==> config.mk <==
export PLATFORM = sky130hd
export DESIGN_NAME = i2c_reg_master
export DESIGN_NICKNAME = d
export VERILOG_FILES = /design/src/rtl/i2cm_pkg.sv /design/src/rtl/i2cm_qtr_tick.sv /design/src/rtl/i2cm_rx_fifo.sv /design/src/rtl/i2cm_seq.sv /design/src/rtl/i2c_reg_master.sv
export SDC_FILE = /design/constraint.sdc
export NUM_CORES = 1
export LEC_CHECK = 0
export ABC_AREA = 1
export CORE_MARGIN = 2
export CORE_UTILIZATION = 30
export CTS_CLUSTER_SIZE = 25
export DETAILED_ROUTE_END_ITERATION = 10
export DONT_BUFFER_PORTS = 1
export PLACE_DENSITY = 0.45
export SYNTH_ARGS = -nofsm -noshare
export SYNTH_HDL_FRONTEND = slang
export SYNTH_HIERARCHICAL = 1
export SYNTH_SLANG_ARGS = --single-unit
==> constraint.sdc <==
create_clock -name clk -period 3 [get_ports clk]
set_input_delay 0.45 -clock clk [delete_from_list [all_inputs] [get_ports clk]]
set_output_delay 0.45 -clock clk [all_outputs]
set_load 0.01 [all_outputs]
==> src/rtl/i2cm_pkg.sv <==
package i2cm_pkg;
  typedef enum logic [2:0] {
    ST_IDLE, ST_START, ST_ADDR, ST_WR, ST_RD, ST_STOP
  } seq_state_t;

  localparam logic [2:0] OFF_MODE = 3'd0;
  localparam logic [2:0] OFF_SLV  = 3'd1;
  localparam logic [2:0] OFF_TX   = 3'd2;
  localparam logic [2:0] OFF_RX   = 3'd3;
  localparam logic [2:0] OFF_STAT = 3'd4;
  localparam logic [2:0] OFF_IEN  = 3'd5;

  localparam int FLG_DONE = 0;
  localparam int FLG_NACK = 1;
  localparam int FLG_TXE  = 2;
  localparam int FLG_RXA  = 3;
endpackage

==> src/rtl/i2cm_qtr_tick.sv <==
module i2cm_qtr_tick #(
  parameter int RATE_W = 2,
  parameter int BASE   = 4
) (
  input  logic              clk,
  input  logic              rst_n,
  input  logic              run,
  input  logic [RATE_W-1:0] rate,
  output logic              tick
);
  localparam int MAXDIV = BASE << ((1 << RATE_W) - 1);
  localparam int CW     = $clog2(MAXDIV) + 1;

  logic [CW-1:0] cnt;
  logic [CW-1:0] limit;

  assign limit = CW'((BASE << rate) - 1);
  assign tick  = run && (cnt == limit);

  always_ff @(posedge clk or negedge rst_n) begin
    if (!rst_n)          cnt <= '0;
    else if (!run)       cnt <= '0;
    else if (cnt == limit) cnt <= '0;
    else                 cnt <= cnt + 1'b1;
  end

  // a quarter lasts at least BASE cycles, so ticks never come back to back
  p_tick_gap_r1: assert property (@(posedge clk) disable iff (!rst_n)
    tick |=> !tick);
endmodule

==> src/rtl/i2cm_rx_fifo.sv <==
module i2cm_rx_fifo #(
  parameter int W     = 8,
  parameter int DEPTH = 32
) (
  input  logic         clk,
  input  logic         rst_n,
  input  logic         push,
  input  logic [W-1:0] din,
  input  logic         pop,
  output logic [W-1:0] dout,
  output logic         empty,
  output logic         full
);
  localparam int AW = $clog2(DEPTH);

  logic [W-1:0]  mem [DEPTH];
  logic [AW-1:0] wp, rp;
  logic [AW:0]   cnt;

  assign empty = (cnt == '0);
  assign full  = (cnt == (AW+1)'(DEPTH));
  assign dout  = mem[rp];

  always_ff @(posedge clk) begin
    if (push && !full) mem[wp] <= din;
  end

  always_ff @(posedge clk or negedge rst_n) begin
    if (!rst_n) begin
      wp <= '0; rp <= '0; cnt <= '0;
    end else begin
      if (push && !full)
        wp <= (wp == AW'(DEPTH-1)) ? '0 : wp + 1'b1;
      if (pop && !empty)
        rp <= (rp == AW'(DEPTH-1)) ? '0 : rp + 1'b1;
      cnt <= cnt + (AW+1)'(push && !full) - (AW+1)'(pop && !empty);
    end
  end

  // a whole read burst fits, so a push never meets a full FIFO
  p_no_overflow_r5: assert property (@(posedge clk) disable iff (!rst_n)
    push |-> !full);
endmodule

==> src/rtl/i2cm_seq.sv <==
module i2cm_seq
  import i2cm_pkg::*;
#(
  parameter int LEN_W = 6
) (
  input  logic             clk,
  input  logic             rst_n,
  input  logic             start,
  input  logic [7:0]       slv_byte,
  input  logic [LEN_W-1:0] rx_len,
  input  logic             tick,
  input  logic [7:0]       tx_data,
  input  logic             tx_full,
  input  logic             sda_in,
  output logic             busy,
  output logic             scl_low,
  output logic             sda_low,
  output logic             tx_take,
  output logic             rx_push,
  output logic [7:0]       rx_data,
  output logic             nack_evt,
  output logic             done_evt
);
  seq_state_t       state;
  logic [1:0]       q;
  logic [3:0]       bitn;
  logic [7:0]       sh;
  logic             rw;
  logic             ackbit;
  logic [LEN_W-1:0] remain;
  logic             data_st, slot_end, ack_end;

  assign busy     = (state != ST_IDLE);
  assign data_st  = (state == ST_ADDR) || (state == ST_WR) || (state == ST_RD);
  assign slot_end = tick && (q == 2'd3);
  assign ack_end  = slot_end && data_st && (bitn == 4'd8);
  assign rx_data  = sh;

  always_comb begin
    tx_take  = ack_end && !ackbit && tx_full &&
               (state == ST_WR || (state == ST_ADDR && !rw));
    nack_evt = ack_end && ackbit && (state == ST_ADDR || state == ST_WR);
    rx_push  = ack_end && (state == ST_RD);
    done_evt = slot_end && (state == ST_STOP);
  end

  // SCL low in quarters 0 and 3 of a bit; SDA moves only at quarter 0
  always_comb begin
    scl_low = 1'b0;
    sda_low = 1'b0;
    unique case (state)
      ST_START: begin scl_low = (q == 2'd3); sda_low = q[1]; end
      ST_ADDR, ST_WR: begin
        scl_low = (q == 2'd0) || (q == 2'd3);
        sda_low = (bitn != 4'd8) && !sh[7];
      end
      ST_RD: begin
        scl_low = (q == 2'd0) || (q == 2'd3);
        sda_low = (bitn == 4'd8) && (remain != LEN_W'(1));
      end
      ST_STOP: begin scl_low = (q == 2'd0); sda_low = !q[1]; end
      default: ;
    endcase
  end

  always_ff @(posedge clk or negedge rst_n) begin
    if (!rst_n) begin
      state <= ST_IDLE; q <= '0; bitn <= '0; sh <= '0;
      rw <= 1'b0; ackbit <= 1'b1; remain <= '0;
    end else if (state == ST_IDLE) begin
      if (start) begin
        state  <= ST_START;
        q      <= '0;
        bitn   <= '0;
        sh     <= slv_byte;
        rw     <= slv_byte[0];
        remain <= rx_len;
      end
    end else if (tick) begin
      q <= q + 1'b1;
      if (q == 2'd1) begin
        if (bitn == 4'd8)          ackbit <= sda_in;
        else if (state == ST_RD)   sh <= {sh[6:0], sda_in};
      end
      if (q == 2'd3) begin
        unique case (state)
          ST_START: begin state <= ST_ADDR; bitn <= '0; end
          ST_ADDR, ST_WR, ST_RD: begin
            if (bitn != 4'd8) begin
              bitn <= bitn + 1'b1;
              if (state != ST_RD) sh <= {sh[6:0], 1'b0};
            end else begin
              bitn <= '0;
              if (state == ST_RD) begin
                remain <= remain - 1'b1;
                if (remain == LEN_W'(1)) state <= ST_STOP;
              end else if (ackbit) begin
                state <= ST_STOP;
              end else if (state == ST_ADDR && rw) begin
                state <= ST_RD;
              end else if (tx_full) begin
                sh    <= tx_data;
                state <= ST_WR;
              end else begin
                state <= ST_STOP;
              end
            end
          end
          ST_STOP: state <= ST_IDLE;
          default: state <= ST_IDLE;
        endcase
      end
    end
  end

  // SDA holds while SCL is high inside address and data bits
  p_sda_stable_r3: assert property (@(posedge clk) disable iff (!rst_n)
    (data_st && (q == 2'd1 || q == 2'd2)) |-> $stable(sda_low));
  // no byte is stored once the programmed count is used up
  p_read_len_r5: assert property (@(posedge clk) disable iff (!rst_n)
    rx_push |-> (remain != '0));
  // a start request is only acted on from idle
  p_start_idle_r10: assert property (@(posedge clk) disable iff (!rst_n)
    (start && !busy) |=> (state == ST_START));
endmodule

==> src/rtl/i2c_reg_master.sv <==
module i2c_reg_master
  import i2cm_pkg::*;
#(
  parameter int RATE_W     = 2,
  parameter int CNT_W      = 5,
  parameter int QTR_BASE   = 4,
  parameter int FIFO_DEPTH = 32
) (
  input  logic       clk,
  input  logic       rst_n,
  input  logic [2:0] reg_addr,
  input  logic       reg_wr,
  input  logic       reg_rd,
  input  logic [7:0] reg_wdata,
  output logic [7:0] reg_rdata,
  input  logic       spi_sel,
  input  logic       scl_in,
  input  logic       sda_in,
  output logic       scl_oe,
  output logic       sda_oe,
  output logic       irq
);
  localparam int LEN_W  = CNT_W + 1;
  localparam int EN_BIT = 7;

  logic [7:0] mode_q, slv_q, tx_q;
  logic [3:0] st, ien;
  logic       tx_full;
  logic       busy, tick, scl_low, sda_low;
  logic       tx_take, rx_push, nack_evt, done_evt;
  logic [7:0] rx_data, fifo_dout;
  logic       fifo_empty, fifo_full;
  logic       wr_mode, wr_slv, wr_tx, wr_stat, wr_ien, rd_rx, start;
  logic [3:0] set_v, clr_v;
  logic       unused_scl;

  assign unused_scl = scl_in;
  assign wr_mode = reg_wr && (reg_addr == OFF_MODE);
  assign wr_slv  = reg_wr && (reg_addr == OFF_SLV);
  assign wr_tx   = reg_wr && (reg_addr == OFF_TX);
  assign wr_stat = reg_wr && (reg_addr == OFF_STAT);
  assign wr_ien  = reg_wr && (reg_addr == OFF_IEN);
  assign rd_rx   = reg_rd && (reg_addr == OFF_RX);
  assign start   = wr_slv && mode_q[EN_BIT] && !spi_sel && !busy;

  always_ff @(posedge clk or negedge rst_n) begin
    if (!rst_n) begin
      mode_q <= '0; slv_q <= '0; tx_q <= '0; ien <= '0; tx_full <= 1'b0;
    end else begin
      if (wr_mode) mode_q <= reg_wdata;
      if (wr_slv)  slv_q  <= reg_wdata;
      if (wr_ien)  ien    <= reg_wdata[3:0];
      if (wr_tx) begin
        tx_q    <= reg_wdata;
        tx_full <= 1'b1;
      end else if (tx_take) begin
        tx_full <= 1'b0;
      end
    end
  end

  always_comb begin
    set_v = '0;
    set_v[FLG_DONE] = done_evt;
    set_v[FLG_NACK] = nack_evt;
    set_v[FLG_TXE]  = tx_take;
    set_v[FLG_RXA]  = rx_push;
    clr_v = wr_stat ? reg_wdata[3:0] : 4'b0;
    clr_v[FLG_TXE] = clr_v[FLG_TXE] | wr_tx;
  end

  always_ff @(posedge clk or negedge rst_n) begin
    if (!rst_n) st <= '0;
    else        st <= (st & ~clr_v) | set_v;
  end

  assign irq = |(st & ien);

  always_comb begin
    unique case (reg_addr)
      OFF_MODE: reg_rdata = mode_q;
      OFF_SLV:  reg_rdata = slv_q;
      OFF_TX:   reg_rdata = tx_q;
      OFF_RX:   reg_rdata = fifo_dout;
      OFF_STAT: reg_rdata = {3'b0, busy, st};
      OFF_IEN:  reg_rdata = {4'b0, ien};
      default:  reg_rdata = 8'h00;
    endcase
  end

  i2cm_qtr_tick #(.RATE_W(RATE_W), .BASE(QTR_BASE)) u_tick (
    .clk(clk), .rst_n(rst_n), .run(busy),
    .rate(mode_q[CNT_W +: RATE_W]), .tick(tick));

  i2cm_seq #(.LEN_W(LEN_W)) u_seq (
    .clk(clk), .rst_n(rst_n), .start(start), .slv_byte(reg_wdata),
    .rx_len(LEN_W'(mode_q[CNT_W-1:0]) + LEN_W'(1)), .tick(tick),
    .tx_data(tx_q), .tx_full(tx_full), .sda_in(sda_in),
    .busy(busy), .scl_low(scl_low), .sda_low(sda_low),
    .tx_take(tx_take), .rx_push(rx_push), .rx_data(rx_data),
    .nack_evt(nack_evt), .done_evt(done_evt));

  i2cm_rx_fifo #(.W(8), .DEPTH(FIFO_DEPTH)) u_fifo (
    .clk(clk), .rst_n(rst_n), .push(rx_push), .din(rx_data),
    .pop(rd_rx), .dout(fifo_dout), .empty(fifo_empty), .full(fifo_full));

  assign scl_oe = scl_low && !spi_sel;
  assign sda_oe = sda_low && !spi_sel;

  // a taken byte frees the transmit register unless software refills it
  p_txfull_clear_r4: assert property (@(posedge clk) disable iff (!rst_n)
    (tx_take && !wr_tx) |=> !tx_full);
  // the end of the stop raises the done flag
  p_done_flag_r10: assert property (@(posedge clk) disable iff (!rst_n)
    done_evt |=> st[FLG_DONE]);
  // a missing acknowledge raises the NACK flag
  p_nack_flag_r6: assert property (@(posedge clk) disable iff (!rst_n)
    nack_evt |=> st[FLG_NACK]);
  // an idle master stays idle while the SPI side owns the pins
  p_spi_block_r8: assert property (@(posedge clk) disable iff (!rst_n)
    (spi_sel && !busy) |=> !busy);
endmodule

==> results.md <==
* Vias at between 10000 and 15000
* Vias in the first global route at about 12000
* DRT iter0 DRCs at around 740
* H-tree depth at 2
* Final clock skew at approximately 24 ps
* First-pass GRT wire length at about 68 mm
* Capturing point of the worst reg2reg path: u_fifo/mem[5][1]$_DFFE_PP_
* Diodes inserted at 0
* CTS tree: built
* Total grt overflow at 0
* Fin util at ~36%
* # setup viols final at 1
* Post-Synthesis Cell Area at roughly 0.016 sq mm
* DP HPWL at ~27 mm
* # nets final at between 1500 and 2000
* CP Class: reg2out
* Leading cell type in the layout, fill and taps excluded: nand2_1
* Overall Power at ~17 mW
* DIE WIDTH at 236 um
* Hold WC Path Type: in2reg
* Clock Root Buffer: clkbuf_16
* First drt pass iteration count at 7
* Placer Congestion at slightly above 0.8
* Inst Count DP at 2406
* Period utilization at 100%
* Worst setup EP type: primary output
* ANT nets after route at 0
* Worst Slack Setup Final at -5.09 ps
* Worst r2r src: u_tick/cnt[1]$_DFF_PN0_
* Io pins at 29
* Port bufs at 0
* CP startpoint kind: flop
* Setup TNS at -5.09 ps
* Full die area at roughly 0.056 sq mm
* Req. time, crit path at ~2600 ps
* Reg-to-reg slack, setup at 240 ps
* Clock-pin slew on the worst setup and hold paths at roughly 60 ps
* Drt wl/cell at 17.8 um
* Area growth, synth to finish at 18.5%
* Max_cap viols at 0
* Worst setup endpoint: reg_rdata[1]
* R2r worst-path depth at 17
* Starting Density at 30.5%
* Final hold vios at 0
* Clk Latency, worst-skew pair at ~570 ps
* Mapped Cells at approximately 1700
* Peak supply drop at roughly 0.54 mV
* P_leak at ~8 nW
* Slew HR at between 40% and 50%
* Core box area at approximately 0.053 sq mm
* Most frequent cells in the layout: nand2_1, edfxtp_1, inv_1, nand3_1, nor2_1
* Die height at roughly 240 um
* Worst Path Arrival at 2560 ps
* YS warnings at 6
* Largest net degree at the start of global routing at 81
* Min Tclk post-route at between 3000 and 4000 ps
* Crit-path max FO at 24
* Syn nets at approximately 1800
* Vias per inst at around 4.7
* Num Clock Sinks at roughly 340
* Failing checks: setup timing
* Cell Pwr Density at 884 mW/mm^2
* Post-route DRC at 0
* Share of layout cells above drive strength 1 at between 10% and 20%
* Syn Area/Cell at 9.37 sq um
* Status: finished, violations left
* Slew @ Worst Pin at around 820 ps
* Deepest clock path buffer count at 3
* Final WL at ~45 mm
* Gr usage total at roughly 16%
* Num rows at between 80 and 90
* RSZ-0062 raised after global routing: true
* CTS Buf Count at 40
* Post-route insts no fill at approximately 2500
* Max-slew violations at 0
* Max frequency at approximately 330 MHz
* Initial antenna violation count at 0
* Crit path from: u_fifo/rp[0]$_DFFE_PN0P_
## registers in the layout, indices dropped and copies added, names as in the netlist
signal,count
u_fifo/rp,5
mode_q,8
tx_full,1
tx_q,8
u_seq/remain,6
u_seq/rw,1
u_seq/ackbit,1
u_seq/state,3
u_fifo/mem,256
ien,4
u_seq/rx_data,8
slv_q,8
u_fifo/wp,5
u_tick/cnt,6
u_seq/q,2
u_fifo/cnt,6
u_seq/bitn,4
st,4
## power by group
group	leakage [nW]	internal [mW]	total, mW	switching (mW)
Combinational	4.13	1.86	5.87	4.01
Clock	0.633	2.85	4.85	2.00
Sequential	3.35	5.81	6.15	0.339
Total	8.11	10.5	16.9	6.35
## through the flow
stage,instance area [sq um],hold slack (ps),setup WS (ps)
after global placement,17200,156,-111
after global routing,19100,31.2,-118
after CTS,18900,4.96,-181
after floorplan,16100,154,-54.0
after detailed placement,17200,156,-123
final,19100,42.0,-5.09
## worst min path at each step
stage,start,to,depth (start not counted)
after detailed placement,rst_n,u_fifo/cnt[5]$_DFF_PN0_,0
after CTS,reg_wdata[3],st[3]$_DFF_PN0_,3
after global routing,reg_wdata[3],st[3]$_DFF_PN0_,3
final,reg_wdata[3],st[3]$_DFF_PN0_,3
after floorplan,rst_n,ien[0]$_DFFE_PN0P_,0
after global placement,rst_n,u_fifo/cnt[5]$_DFF_PN0_,0
## worst max-delay path, stage by stage (launching register included)
cell	delay, ps
dfrtp_4	520
clkinv_8	120
buf_12	180
nand2_1	70
nand3_1	80
nand3_2	110
nand2_1	70
nor2_2	150
nand2_2	110
nand2_2	110
inv_1	40
nand4_1	80
nand2_1	100
nor2_1	110
nand2_1	120
## area by class of cell
class                           instances  area (sq um)
Tap cell                              688           861
Clock buffer                           55          1140
Clock inverter                         17           165
Sequential cell                       336          9700
Inverter                              223           861
Multi-Input combinational cell       1091          5420
Fill cell                            5411         33800
Timing Repair Buffer                   88           938
## what timing repair did
action	CTS	global route
hold endpoints to repair	85	0
hold buffers	7	0
gates resized for setup	50	30
setup buffers	4	3
cloned	4	3
endpoints found under the setup margin	200	233
pin swaps	4	9
## routing by layer
layer	up-vias	track usage, %	wire, um
met1	5707	21.9	21200
met2	238	25.5	20600
met5	-	0	0
li1	5760	-	-
met4	0	5.48	1050
met3	61	1.98	1740
No activity file was read; power rests on OpenSTA's default activity.
